--- src/rtl/ata_dec_pkg.sv ---
package ata_dec_pkg;
  typedef enum logic [1:0] {
    MODE_MEM = 2'd0,
    MODE_IO  = 2'd1,
    MODE_IDE = 2'd2
  } mode_e;
  localparam int unsigned TF_REGS  = 8;
  localparam int unsigned OFF_W    = 3;
  localparam int unsigned DATA_OFF = 0;
  localparam int unsigned CTL_OFF  = 6;
  localparam int unsigned STAT_OFF = 7;
endpackage

--- src/rtl/ata_mode_latch.sv ---
module ata_mode_latch (
  input  logic clk_i,
  input  logic rst_ni,
  input  logic mode_sel_i,
  output logic ide_o
);
  logic done_q;
  always_ff @(posedge clk_i or negedge rst_ni) begin
    if (!rst_ni) begin
      done_q <= 1'b0;
      ide_o  <= 1'b0;
    end else if (!done_q) begin
      done_q <= 1'b1;
      ide_o  <= ~mode_sel_i;
    end
  end
endmodule

--- src/rtl/ata_lane_steer.sv ---
module ata_lane_steer (
  input  logic       ide_i,
  input  logic [1:0] en_n_i,
  input  logic       a0_i,
  input  logic       data_reg_i,
  output logic       lo_o,
  output logic       hi_o,
  output logic       swap_o
);
  always_comb begin
    lo_o = 1'b0; hi_o = 1'b0; swap_o = 1'b0;
    if (ide_i) begin
      lo_o = ~&en_n_i;
      hi_o = ~en_n_i[0] & data_reg_i;
    end else begin
      unique case (en_n_i)
        2'b00: begin lo_o = 1'b1; hi_o = 1'b1; end
        2'b10: begin lo_o = 1'b1; swap_o = a0_i; end
        2'b01: hi_o = 1'b1;
        default: ;
      endcase
    end
  end
endmodule

--- src/rtl/ata_irq_gen.sv ---
module ata_irq_gen #(
  parameter int unsigned PULSE_W = 4,
  localparam int unsigned CNT_W  = $clog2(PULSE_W + 1)
) (
  input  logic       clk_i,
  input  logic       rst_ni,
  input  logic [1:0] mode_i,
  input  logic       level_i,
  input  logic       evt_i,
  input  logic       stat_rd_i,
  input  logic       init_done_i,
  output logic       pin_o
);
  import ata_dec_pkg::*;
  logic             ready_q, pend_q, active;
  logic [CNT_W-1:0] cnt_q;

  always_ff @(posedge clk_i or negedge rst_ni) begin
    if (!rst_ni) begin
      ready_q <= 1'b0;
      pend_q  <= 1'b0;
      cnt_q   <= '0;
    end else begin
      if (init_done_i) ready_q <= 1'b1;
      if (evt_i)          pend_q <= 1'b1;
      else if (stat_rd_i) pend_q <= 1'b0;
      if (evt_i)              cnt_q <= CNT_W'(PULSE_W);
      else if (cnt_q != '0)   cnt_q <= cnt_q - 1'b1;
    end
  end

  always_comb begin
    active = (mode_i == MODE_IO && !level_i) ? (cnt_q != '0) : pend_q;
    unique case (mode_i)
      MODE_IO:  pin_o = ~active;
      MODE_IDE: pin_o = active;
      default:  pin_o = ready_q;
    endcase
  end
endmodule

--- src/rtl/ata_bus_decode.sv ---
module ata_bus_decode #(
  parameter int unsigned ADDR_W  = 11,
  parameter int unsigned PULSE_W = 4
) (
  input  logic              clk_i,
  input  logic              rst_ni,
  input  logic              mode_sel_i,
  input  logic              io_cfg_i,
  input  logic [ADDR_W-1:0] addr_i,
  input  logic [1:0]        en_n_i,
  input  logic              attr_n_i,
  input  logic              rd_n_i,
  input  logic              wr_n_i,
  input  logic              drive_sel_n_i,
  input  logic              init_done_i,
  input  logic              irq_evt_i,
  input  logic              irq_level_i,
  output logic [1:0]        mode_o,
  output logic [7:0]        tf_sel_o,
  output logic              ctl_rd_o,
  output logic              ctl_wr_o,
  output logic              common_sel_o,
  output logic              attr_sel_o,
  output logic              io_sel_o,
  output logic [ADDR_W-1:0] reg_addr_o,
  output logic              lane_lo_o,
  output logic              lane_hi_o,
  output logic              odd_to_lo_o,
  output logic              irq_rdy_o,
  output logic              master_o
);
  import ata_dec_pkg::*;

  logic             ide, io, strobe, any_en, stat_rd;
  logic [OFF_W-1:0] off;

  ata_mode_latch u_mode (
    .clk_i(clk_i), .rst_ni(rst_ni), .mode_sel_i(mode_sel_i), .ide_o(ide)
  );

  assign mode_o = ide ? MODE_IDE : (io_cfg_i ? MODE_IO : MODE_MEM);
  assign io     = (mode_o == MODE_IO);
  assign off    = addr_i[OFF_W-1:0];
  assign strobe = ~rd_n_i | ~wr_n_i;
  assign any_en = ~&en_n_i;

  for (genvar r = 0; r < TF_REGS; r++) begin : g_tf
    assign tf_sel_o[r] = ide & ~en_n_i[0] & strobe & (off == OFF_W'(r));
  end

  for (genvar b = 0; b < ADDR_W; b++) begin : g_addr
    if (b < OFF_W) begin : g_low
      assign reg_addr_o[b] = addr_i[b];
    end else begin : g_high
      assign reg_addr_o[b] = ~ide & addr_i[b];
    end
  end

  assign ctl_rd_o     = ide & ~en_n_i[1] & ~rd_n_i & (off == OFF_W'(CTL_OFF));
  assign ctl_wr_o     = ide & ~en_n_i[1] & ~wr_n_i & (off == OFF_W'(CTL_OFF));
  assign attr_sel_o   = ~ide & any_en & strobe & ~attr_n_i;
  assign common_sel_o = (mode_o == MODE_MEM) & any_en & strobe & attr_n_i;
  assign io_sel_o     = io & any_en & strobe & attr_n_i;
  assign master_o     = ~drive_sel_n_i;

  assign stat_rd = ~rd_n_i & (off == OFF_W'(STAT_OFF)) &
                   ((ide & ~en_n_i[0]) | (io & any_en & attr_n_i));

  ata_lane_steer u_lane (
    .ide_i(ide), .en_n_i(en_n_i), .a0_i(addr_i[0]),
    .data_reg_i(off == OFF_W'(DATA_OFF)),
    .lo_o(lane_lo_o), .hi_o(lane_hi_o), .swap_o(odd_to_lo_o)
  );

  ata_irq_gen #(.PULSE_W(PULSE_W)) u_irq (
    .clk_i(clk_i), .rst_ni(rst_ni), .mode_i(mode_o), .level_i(irq_level_i),
    .evt_i(irq_evt_i), .stat_rd_i(stat_rd), .init_done_i(init_done_i),
    .pin_o(irq_rdy_o)
  );
endmodule

--- config.mk ---
export PLATFORM = sky130hd
export DESIGN_NAME = ata_bus_decode
export DESIGN_NICKNAME = d
export VERILOG_FILES = /design/src/rtl/ata_dec_pkg.sv /design/src/rtl/ata_mode_latch.sv /design/src/rtl/ata_lane_steer.sv /design/src/rtl/ata_irq_gen.sv /design/src/rtl/ata_bus_decode.sv
export SDC_FILE = /design/constraint.sdc
export NUM_CORES = 1
export LEC_CHECK = 0
export ABC_AREA = 1
export BUFFER_PORTS_ARGS = -buffer_cell sky130_fd_sc_hd__buf_2
export CAP_MARGIN = 20
export CORE_UTILIZATION = 34
export CTS_BUF_LIST = sky130_fd_sc_hd__clkbuf_2
export DETAILED_ROUTE_END_ITERATION = 6
export PLACE_DENSITY = 0.77
export SYNTH_ARGS = -nofsm -noshare
export SYNTH_HDL_FRONTEND = slang
export SYNTH_SLANG_ARGS = --single-unit
--- constraint.sdc ---
create_clock -name clk_i -period 1.2 [get_ports clk_i]
set_input_delay 0.12 -clock clk_i [delete_from_list [all_inputs] [get_ports clk_i]]
set_output_delay 0.12 -clock clk_i [all_outputs]
set_load 0.01 [all_outputs]
---- Yosys cells after proc, flatten, opt, wreduce, memory -nomap -nowiden ----
Cells that the tools add are included.
word-level totals
  word-level logic and storage cells ...... 90
  output and inout port bits .............. 31
  flip-flop bits (word level) ............. 7
  input port bits ......................... 24
cells by class
  bitwise operators ....................... 47
  reductions and logical operators ........ 12
  equality and inequality tests ........... 11
  mux-type cells .......................... 14
  $add $sub $neg .......................... 1
operator list
  cell                                              number
  AND 1 bit                                         36
  == test 3 bit, second input constant              4
  two-way mux 1 bit                                 10
  NOT 1 bit                                         9
  == test 3 x 2 -> 1 bit, second input constant     2
  two-way mux 3 bit                                 2
  == test 2 x 1 -> 1 bit, second input constant     2
  == test 2 bit, second input constant              2
  zero test 2 bit                                   2
  nonzero test 2 bit                                2
  OR reduction 2 bit                                2
  == test 3 x 1 -> 1 bit, second input constant     1
  zero test 3 bit                                   1
  nonzero test 3 bit                                1
  subtractor 3 x 1 -> 3 bit, second input constant  1
  zero test 1 bit                                   2
  two-way mux 2 bit                                 1
  OR 1 bit                                          2
  one-hot mux 1 bit (2 select lines)                1
  AND reduction 2 bit                               1
  logical AND 1 bit                                 1

---- Longest topological paths before layout ----
Gate-level depths: netlist (run 1).
  depth in word-level cells ............... 9
  mapped depth ............................ 8
  gate-level depth less buffers ........... 8

---- Cells and area by module ----
A second synthesis (run 1) with hierarchy kept.
second synthesis, totals
  cells, all modules ...................... 114
  area, all modules ....................... 698.2 sq um
by module, submodules not included
  module          area an instance (sq um)  seq. area each (sq um)  cells each  times used
  ata_irq_gen     312.8                     125.1                   39          1
  ata_bus_decode  282.8                     0.0                     60          1
  ata_mode_latch  62.6                      50.0                    5           1
  ata_lane_steer  40.0                      0.0                     10          1

---- Least setup slack after synthesis (run 1) ----
No wires, ideal clock.
  path kind ............................... flip-flop to flip-flop
  from .................................... register u_irq.cnt_q[0]
  to ...................................... register u_irq.cnt_q[0]
  arrival time ............................ 1003 ps
  required time ........................... 1077 ps
  period minus slack after synthesis ...... 1127 ps
  cell stages (with the launch flop) ...... 8
  setup time .............................. 123 ps
  slack ................................... 73 ps
  cells stage by stage .................... dfrtp_1 > inv_1 > ha_1 > inv_1 > nor2_1 > inv_1 > o21ai_0 > a21oi_1
between the ends
  longest elaborated chain between the ends .. 3
  elaborated cells on any way between the ends .. 5
ends and longest elaborated chain
  element                    line               source
  start, declared            ata_irq_gen.sv:16  logic [CNT_W-1:0] cnt_q;
  start signal, assigned     ata_irq_gen.sv:27  if (evt_i) cnt_q <= CNT_W'(PULSE_W);
  start signal, assigned     ata_irq_gen.sv:28  else if (cnt_q != '0) cnt_q <= cnt_q - 1'b1;
  subtractor 3 x 1 -> 3 bit  ata_irq_gen.sv:28
  two-way mux 3 bit          ata_irq_gen.sv:28
  two-way mux 3 bit          ata_irq_gen.sv:27
Several ways; a longest one is shown, not always the timed one. The select of a mux whose other input is x is not followed.
A chain may end at the register's enable or synchronous reset.

---- Worst setup path after layout (run 1) ----
  from .................................... register u_mode.ide_o
  to ...................................... output port tf_sel_o[2]
between the ends
  longest elaborated chain between the ends .. 3
ends and longest elaborated chain
  element                  line                  source
  start, declared          ata_mode_latch.sv:5   output logic ide_o
  start signal, assigned   ata_mode_latch.sv:14  ide_o <= ~mode_sel_i;
  AND 1 bit (3 in series)  ata_bus_decode.sv:48  assign tf_sel_o[r] = ide & ~en_n_i[0] & strobe & (off == OFF_W'(r));
  end, declared            ata_bus_decode.sv:19  output logic [7:0] tf_sel_o,
Every way passes these cells.

==> flow_summary_export.csv, run 1 <==
group,metric,value,unit
yosys,synthCells,98,
yosys,yosys_register_bits,7,
drt,first_iter_violations,15,
timing,final_hold_viol_count,0,
drt,ant_nets,0,
timing,rsz0062_at_grt,"true",
run_status,status,"finished, violations left",
critical_path,critPathCaptureType,"primary output",
yosys,synth_area_per_cell,6.167,um2
critical_path,slowest_delay,0.39,ns
placed_design,gp_congestion,0.7639,
drt,first_pass_iters,7,
flow_run,max_cap_viol_count,0,
global_route,grt_pass1_wl,2911,um
finish,multi_input_area,401.6,um2
drt,drt_wl_total,1926,um
drt,post_drt_wl_per_cell,10.82,um
finish,layout-drive-gt1-share,59.26,%
yosys,synth_ff_type,"dfrtp_1",
floorplanning,ios,55,
critical_path,crit_required,1.08,ns
yosys,syn_nets,124,
critical_path,critPathMaxFanout,4,
yosys,yosysTopAreaCell,"dfrtp_1",
yosys,synth-seq-area-share,28.99,%
finish,seq_area,175.2,um2
clock_tree,clk_pin_slew,0.08,ns
global_route,gr-usage-all-layers,20.14,%
critical_path,cpLargestDelayFamily,"flip-flops",
timing,holdWs,0.06054,ns
timing,skew,0.002254,ns
yosys,synth_edf_count,0,
drt,vias,816,
floorplanning,rows,14,
floorplanning,die_w,44.16,um
min_path,hp-class,"input pin to register",
critical_path,crit_slowest_cell,"dfrtp_1",
power_and_ir_drop,power.density,1100,nW/um2
global_route,grt_pass1_vias,716,
timing,setup-tns-final,-2.270,ns
critical_path,cp_num_buf_inv,3,
finish,nets,189,
placed_design,dpl.hpwl,1381,um
clock_tree,cts_buffers,3,
clock_tree,htree_levels,1,
floorplanning,fp.coreArea,1577,um2
clock_tree,clock_latency,0.24,ns
timing,final.setup.worst_slack,-0.2018,ns
drt,via_per_inst,4.584,
critical_path,arrival,1.28,ns
yosys,synthArstFlopShare,100.0,%
placed_design,numPortBuffers,54,
floorplanning,initial_utilization,38.33,%
critical_path,crit_type,"register to primary output",
floorplanning,die_area,1950,um2
finish,final_util,67.46,%
clock_tree,cts_sinks,7,
floorplanning,die_h,44.16,um
timing,timing.final.max_slew_violations,0,
yosys,synth_common_cells,"inv_1, nand2_1, nor2_1",
clock_tree,cts-root-buf,"clkbuf_2",
power_and_ir_drop,vdd_drop_max,0.9709,mV
yosys,synth_top_area_share,28.99,%
yosys,syn_area,604.3,um2
finish,fin_area,1064,um2
critical_path,crit_top_cell,"inv_2",
run_status,violations,"design-rule violations, negative setup slack",
timing,fmax,713.4,MHz
clock_tree,cts_tree,"done",
clock_tree,max-clock-path-buffers,2,
drt,remaining_drc_errors,4,
power_and_ir_drop,p_leak,0.0006453,uW
yosys,synth_warnings,0,
finish,syn2layout_area_growth,75.98,%
global_route,grt_max_degree,10,
finish,antenna_cells,0,
placed_design,place_ws,-0.03137,ns
finish,fillers,136,
critical_path,cp_cell_sequence,"inv_2 -> nor2_4 -> nand2_2 -> inv_2 -> nand2_4 -> nor3_2 -> buf_2",
yosys,yosys-top-cells-area,"dfrtp_1, inv_1, nand2_1",
placed_design,placed_area,882.1,um2
global_route,antenna_found_initial,0,
timing,setup_viol,17,
timing,period_needed,1.402,ns
critical_path,critPathLaunchType,"register",
global_route,overflow,0,
yosys,synthDistinctLibCells,21,
timing,post-route-period-util,116.8,%
[final timing paths]
check | startpoint | to | slack, ns | depth (start not counted)
worst max-delay path | u_mode.ide_o$_DFFE_PN0N_ | tf_sel_o[2] | -0.20 | 7
worst min register to register | u_irq.ready_q$_DFFE_PN0P_ | u_irq.ready_q$_DFFE_PN0P_ | 0.47 | 1
min in group asynchronous | rst_ni | u_irq.cnt_q[1]$_DFFE_PN0P_ | 0.23 | 2
worst max register to register | u_irq.cnt_q[0]$_DFFE_PN0P_ | u_irq.cnt_q[1]$_DFFE_PN0P_ | 0.01 | 9
worst min-delay path | init_done_i | u_irq.ready_q$_DFFE_PN0P_ | 0.06 | 2
max in group asynchronous | rst_ni | u_mode.done_q$_DFF_PN0_ | 0.82 | 2
[sequential cells by signal (all words and copies together) (netlist names)]
signal,flops
u_irq.cnt_q,3
u_irq.pend_q,1
u_irq.ready_q,1
u_mode.done_q,1
u_mode.ide_o,1
[stage by stage]
| step | power, uW | instances |
|---|---|---|
| after global routing | 1254 | 178 |
| after detailed placement | 717.6 | 166 |
| after floorplan | 555.6 | 98 |
| after global placement | 691.8 | 166 |
| final | 1170 | 178 |
| after CTS | 1023 | 176 |
[where the power goes]
| group | switching (uW) | leakage, uW | total [uW] | internal (uW) |
|---|---|---|---|---|
| Combinational | 347 | 0.000552 | 671 | 324 |
| Clock | 94.9 | 0.0000166 | 184 | 88.6 |
| Sequential | 35.9 | 0.0000771 | 316 | 280 |
| Total | 478 | 0.000645 | 1170 | 692 |
[worst register-to-register path, delay by kind of cell (launching register included)]
family | cells | cell delay [ns]
flops | 1 | 0.39
compound gates | 1 | 0.13
buf+inv | 4 | 0.28
fa+ha+maj | 1 | 0.14
simple gates | 3 | 0.20
[repair_timing]
item | in CTS | in global routing
hold buffers | 1 | 0
hold endpoints to repair | 7 | 0
gates cloned | 0 | 0
endpoints found under the setup margin | 19 | 29
setup buffers | 5 | 2
pin swaps | 7 | 7
gates resized for setup | 18 | 14
[final cells by class]
cell class,count,area share [%]
flip-flops and latches,7,16.47
inverters,22,8.235
repair buffers,65,33.76
well taps,16,1.882
clock buffers,4,1.882
multi-input cells,64,37.76
[layer usage]
metal	share of wire [%]	global-route usage, %	vias up
met5	0	0	-
met4	1.1	9.697	0
met3	6.7	3.265	3
met2	56	40.00	34
met1	36	19.64	360
li1	-	-	419
[placed cells by master, fill, tap and decap left out, types with 2 or more instances in the layout]
cell / n
o21ai_2: 2
buf_2: 54
nand3_1: 2
inv_4: 2
nand2_2: 5
buf_4: 9
clkbuf_2: 4
nor3_1: 3
nand2_1: 14
nor2_4: 2
a21oi_2: 2
inv_2: 4
nand2_4: 2
o21ai_0: 2
dfrtp_1: 7
nor3b_2: 2
inv_1: 16
nor2_1: 16
[logic make-up after synthesis]
group | after synthesis | share of synthesized area, %
xor gates and xnor gates | 1 | 1.450
DFF | 7 | 28.99
AOI/OAI and AO/OA | 9 | 7.660
adders and majority gates | 2 | 4.140
other | 1 | 0.6205
and+or+nand+nor | 51 | 37.68
buffers and inverters | 27 | 19.46
(Power assumes the default switching activity.)
==> inputs of run 2 (changes only) <==
Settings changed: RECOVER_POWER from default to 50.
==> flow_summary_export.csv, run 2 (synthesis gave the netlist of run 1 again) <==
group,metric,value,unit
drt,post_drt_wl_per_cell,10.82,um
min_path,hp-class,"input pin to register",
timing,rsz0062_at_grt,"true",
finish,top_register,"u_irq.cnt_q",
timing,fmax,713.7,MHz
global_route,grt_pass1_wl,2911,um
floorplanning,die_h,44.16,um
floorplanning,fp.coreArea,1577,um2
finish,layout.cells.non_filler,178,
critical_path,r2r_slack,0.01,ns
global_route,gr-usage-all-layers,20.14,%
timing,timing.final.max_slew_violations,0,
timing,final.setup.worst_slack,-0.2011,ns
clock_tree,clock_latency,0.24,ns
drt,first_iter_violations,15,
drt,remaining_drc_errors,4,
power_and_ir_drop,pwr-share-seq,27.0,%
timing,period_needed,1.401,ns
clock_tree,cts_sinks,7,
global_route,grt_max_degree,10,
run_status,violations,"design-rule violations, negative setup slack",
finish,fin_area,1062,um2
critical_path,critPathLaunch,"u_mode.ide_o$_DFFE_PN0N_",
clock_tree,cts_buffers,3,
finish,mostFrequentLayoutCells,"buf_2, inv_1, nor2_1",
placed_design,dp_cells,166,
power_and_ir_drop,pwr-share-clk,15.7,%
power_and_ir_drop,p_switching,477.9,uW
floorplanning,die_area,1950,um2
global_route,antenna_found_initial,0,
placed_design,numPortBuffers,54,
power_and_ir_drop,p_int,691.9,uW
finish,syn2layout_area_growth,75.78,%
placed_design,placed_area,882.1,um2
finish,nets,189,
clock_tree,htree_levels,1,
global_route,grt_pass1_vias,716,
critical_path,arrival,1.28,ns
run_status,status,"finished, violations left",
critical_path,critPathMaxFanout,4,
drt,vias,816,
critical_path,r2r_start,"u_irq.cnt_q[0]$_DFFE_PN0P_",
clock_tree,clk_pin_slew,0.08,ns
power_and_ir_drop,combPwrFrac,57.3,%
timing,post-route-period-util,116.8,%
clock_tree,cts-root-buf,"clkbuf_2",
clock_tree,max-clock-path-buffers,2,
timing,skew,0.002048,ns
timing,final_hold_viol_count,0,
drt,via_per_inst,4.584,
floorplanning,initial_utilization,38.33,%
power_and_ir_drop,power.density,1101,nW/um2
critical_path,critPathLaunchType,"register",
min_path,min-delay-start,"init_done_i",
flow_run,max_cap_viol_count,0,
drt,first_pass_iters,7,
critical_path,crit_required,1.08,ns
critical_path,critPathCaptureType,"primary output",
placed_design,dpl.hpwl,1381,um
finish,final_common_cell,"buf_2",
power_and_ir_drop,switching_share,40.85,%
drt,ant_nets,0,
timing,holdWs,0.06040,ns
finish,final_util,67.38,%
critical_path,crit_type,"register to primary output",
clock_tree,cts_tree,"done",
placed_design,gp_congestion,0.7639,
floorplanning,ios,55,
power_and_ir_drop,p_leak,0.0006426,uW
global_route,overflow,0,
finish,antenna_cells,0,
drt,drt_wl_total,1926,um
finish,largest_reg_flops,3,
floorplanning,die_w,44.16,um
power_and_ir_drop,vdd_drop_max,0.9702,mV
finish,layout-drive-gt1-share,58.64,%
timing,setup_viol,17,
floorplanning,rows,14,
-- run 2: final cells by class --
type                       count  area (um2)
fill                         137       514.2
multi-input combinational     64       401.6
timing repair buffer          65       357.8
sequential                     7       175.2
inverter                      22       87.58
clock buffer                   4       20.02
tap                           16       20.02
-- run 2: worst paths after layout --
path / to / depth (start not counted)
max in group asynchronous: u_mode.done_q$_DFF_PN0_ / 2
setup / recovery: tf_sel_o[2] / 7
min in group asynchronous: u_irq.cnt_q[1]$_DFFE_PN0P_ / 2
hold reg to reg: u_irq.ready_q$_DFFE_PN0P_ / 1
setup reg to reg: u_irq.cnt_q[1]$_DFFE_PN0P_ / 9
hold / removal: u_irq.ready_q$_DFFE_PN0P_ / 2
-- run 2: power by group through the flow --
stage	sequential (uW)	clock, uW	combinational [uW]
2_1_floorplan	306	0	250
3_3_place_gp	308	0	384
5_1_grt	320	198	736
4_1_cts	309	185	530
6_report	316	183	671
3_5_place_dp	309	0	408
-- run 2: repair_timing --
item,4_1_cts,5_1_grt
resized for setup,18,14
gates cloned,0,0
hold endpoints to repair,7,0
buffers inserted,5,2
pin swaps,7,7
setup endpoints to repair,19,29
hold buffers,1,0
-- run 2: worst max-delay path: stages (launching register included) --
cell and delay (ns):
dfrtp_1 0.39, inv_2 0.08, nor2_4 0.10, nand2_2 0.06, inv_2 0.08, nand2_4 0.06
nor3_2 0.10, buf_2 0.15
-- run 2: stage by stage --
step	setup WS, ns	power (uW)	setup TNS (ns)
after global routing	-0.2731	1253	-3.584
after CTS	-0.1829	1023	-1.924
after global placement	0.04712	691.8	0
after detailed placement	-0.03137	717.6	-0.04544
after floorplan	0.07314	555.6	0
final	-0.2011	1170	-2.259
-- run 2: layer usage --
layer  part of all wire [%]  up-vias  global-route usage (%)
met1                     36      360                   19.64
met3                    6.7        3                   3.265
met4                    1.1        0                   9.697
met5                      0        -                       0
met2                     56       34                   40.00
li1                       -      419                       -
==> inputs of run 3 (changes only) <==
Settings changed: CORE_UTILIZATION 34 to 38, PLACE_DENSITY 0.77 to 0.82.
Clock period 1.2 ns to 1.3 ns, I/O delays scaled along.
==> flow_summary_export.csv, run 3 (synthesis gave the netlist of run 1 again) <==
group,metric,value,unit
global_route,overflow,0,
timing,fmax,716.7,MHz
clock_tree,htree_levels,1,
clock_tree,clock_latency,0.24,ns
finish,syn2layout_area_growth,68.74,%
finish,top_register,"u_irq.cnt_q",
min_path,min-delay-start,"mode_sel_i",
placed_design,numPortBuffers,54,
clock_tree,cts-root-buf,"clkbuf_2",
finish,largest_reg_flops,3,
placed_design,dp_cells,165,
floorplanning,die_w,41.88,um
timing,period_needed,1.395,ns
clock_tree,cts_sinks,7,
finish,mostFrequentLayoutCells,"buf_2, inv_1, nor2_1, nand2_1, dfrtp_1",
floorplanning,die_h,41.88,um
drt,via_per_inst,4.486,
min_path,whs_path_depth,2,
floorplanning,initial_utilization,40.59,%
floorplanning,rows,14,
power_and_ir_drop,vdd_drop_max,0.7053,mV
global_route,grt_pass1_wl,2691,um
run_status,violations,"negative setup slack",
run_status,status,"finished, violations left",
finish,antenna_cells,0,
critical_path,r2r_slack,0.11,ns
clock_tree,cts_tree,"done",
timing,holdWs,0.07584,ns
timing,setup_viol,10,
critical_path,critPathMaxFanout,2,
placed_design,place_ws,0.02808,ns
global_route,antenna_found_initial,0,
drt,vias,785,
clock_tree,cts_buffers,3,
floorplanning,ios,55,
global_route,grt_max_degree,11,
timing,final_hold_viol_count,0,
drt,ant_nets,0,
clock_tree,max-clock-path-buffers,2,
finish,nets,186,
timing,rsz0062_at_grt,"true",
power_and_ir_drop,p_total,1002,uW
finish,layout.cells.non_filler,175,
timing,post-route-period-util,107.3,%
finish,multi_input_area,391.6,um2
drt,first_pass_iters,4,
floorplanning,die_area,1754,um2
min_path,hp-class,"input pin to register",
critical_path,arrival,1.27,ns
finish,seq_area,175.2,um2
critical_path,r2r_start,"u_irq.cnt_q[0]$_DFFE_PN0P_",
global_route,grt_pass1_vias,694,
timing,skew,0.009554,ns
critical_path,crit_required,1.17,ns
timing,timing.final.max_slew_violations,0,
critical_path,crit_type,"register to primary output",
finish,layout-drive-gt1-share,51.57,%
drt,first_iter_violations,9,
finish,final_common_cell,"buf_2",
placed_design,dpl.hpwl,1263,um
finish,fillers,136,
floorplanning,fp.coreArea,1489,um2
critical_path,r2r_end,"u_irq.cnt_q[0]$_DFFE_PN0P_",
min_path,min_to,"u_mode.ide_o$_DFFE_PN0N_",
drt,post_drt_wl_per_cell,9.800,um
power_and_ir_drop,power.density,982.9,nW/um2
global_route,gr-usage-all-layers,19.80,%
drt,remaining_drc_errors,0,
flow_run,max_cap_viol_count,0,
critical_path,critPathCaptureType,"primary output",
timing,final.setup.worst_slack,-0.09529,ns
critical_path,rr_worst_depth,8,
clock_tree,clk_pin_slew,0.08,ns
power_and_ir_drop,p_leak,0.0006133,uW
critical_path,critPathLaunchType,"register",
drt,drt_wl_total,1715,um
placed_design,gp_congestion,0.8483,
## run 3: what timing repair did
action | in CTS | in global routing
setup buffers | 5 | 2
cloned | 0 | 0
resized for setup | 13 | 14
setup endpoints to repair | 12 | 16
hold buffers | 1 | 0
hold endpoints to repair | 7 | 0
pin swaps | 5 | 6
## run 3: per-stage QoR
step,TNS (ns),util [%],area [um2]
finish,-0.4086,68.49,1020
global route,-2.292,68.49,1020
CTS,-0.7470,65.55,975.9
detailed placement,0,58.74,874.6
global placement,0,58.74,874.6
floorplan,0,-,604.3
## run 3: worst max-delay path, stage by stage (launching register included)
cell and delay [ns]:
dfrtp_1 0.38, inv_2 0.06, ha_4 0.16, inv_4 0.05, nor2_4 0.03, o21ai_1 0.12, nand3_1 0.08, buf_2 0.14
## run 3: power breakdown
part           switching [uW]  internal [uW]
sequential               36.9            258
combinational             285            254
clock                    85.9           81.8
## run 3: worst max path at each step
stage / cells past startpoint / to / slack [ns] / from
2_1_floorplan: 7 / u_irq.cnt_q[0]$_DFFE_PN0P_ / 0.17 / u_irq.cnt_q[0]$_DFFE_PN0P_
3_3_place_gp: 7 / irq_rdy_o / 0.11 / u_irq.cnt_q[0]$_DFFE_PN0P_
3_5_place_dp: 7 / irq_rdy_o / 0.03 / u_irq.cnt_q[0]$_DFFE_PN0P_
4_1_cts: 7 / irq_rdy_o / -0.12 / u_irq.cnt_q[0]$_DFFE_PN0P_
5_1_grt: 7 / irq_rdy_o / -0.19 / u_irq.cnt_q[0]$_DFFE_PN0P_
6_report: 7 / irq_rdy_o / -0.1 / u_irq.cnt_q[0]$_DFFE_PN0P_
## run 3: cell type report
type | instances | share of cell area (%)
well taps | 16 | 1.963
clock buffers | 4 | 1.963
repair buffers | 62 | 31.66
flip-flops and latches | 7 | 17.18
multi-input cells | 64 | 38.40
inverters | 22 | 8.834
## run 3: layer usage
metal	global-route usage [%]	up-vias	part of all wire (%)
li1	-	413	-
met1	21.86	337	39
met2	37.19	33	55
met3	1.739	2	5.9
met4	9.677	0	0.70
met5	0	-	0
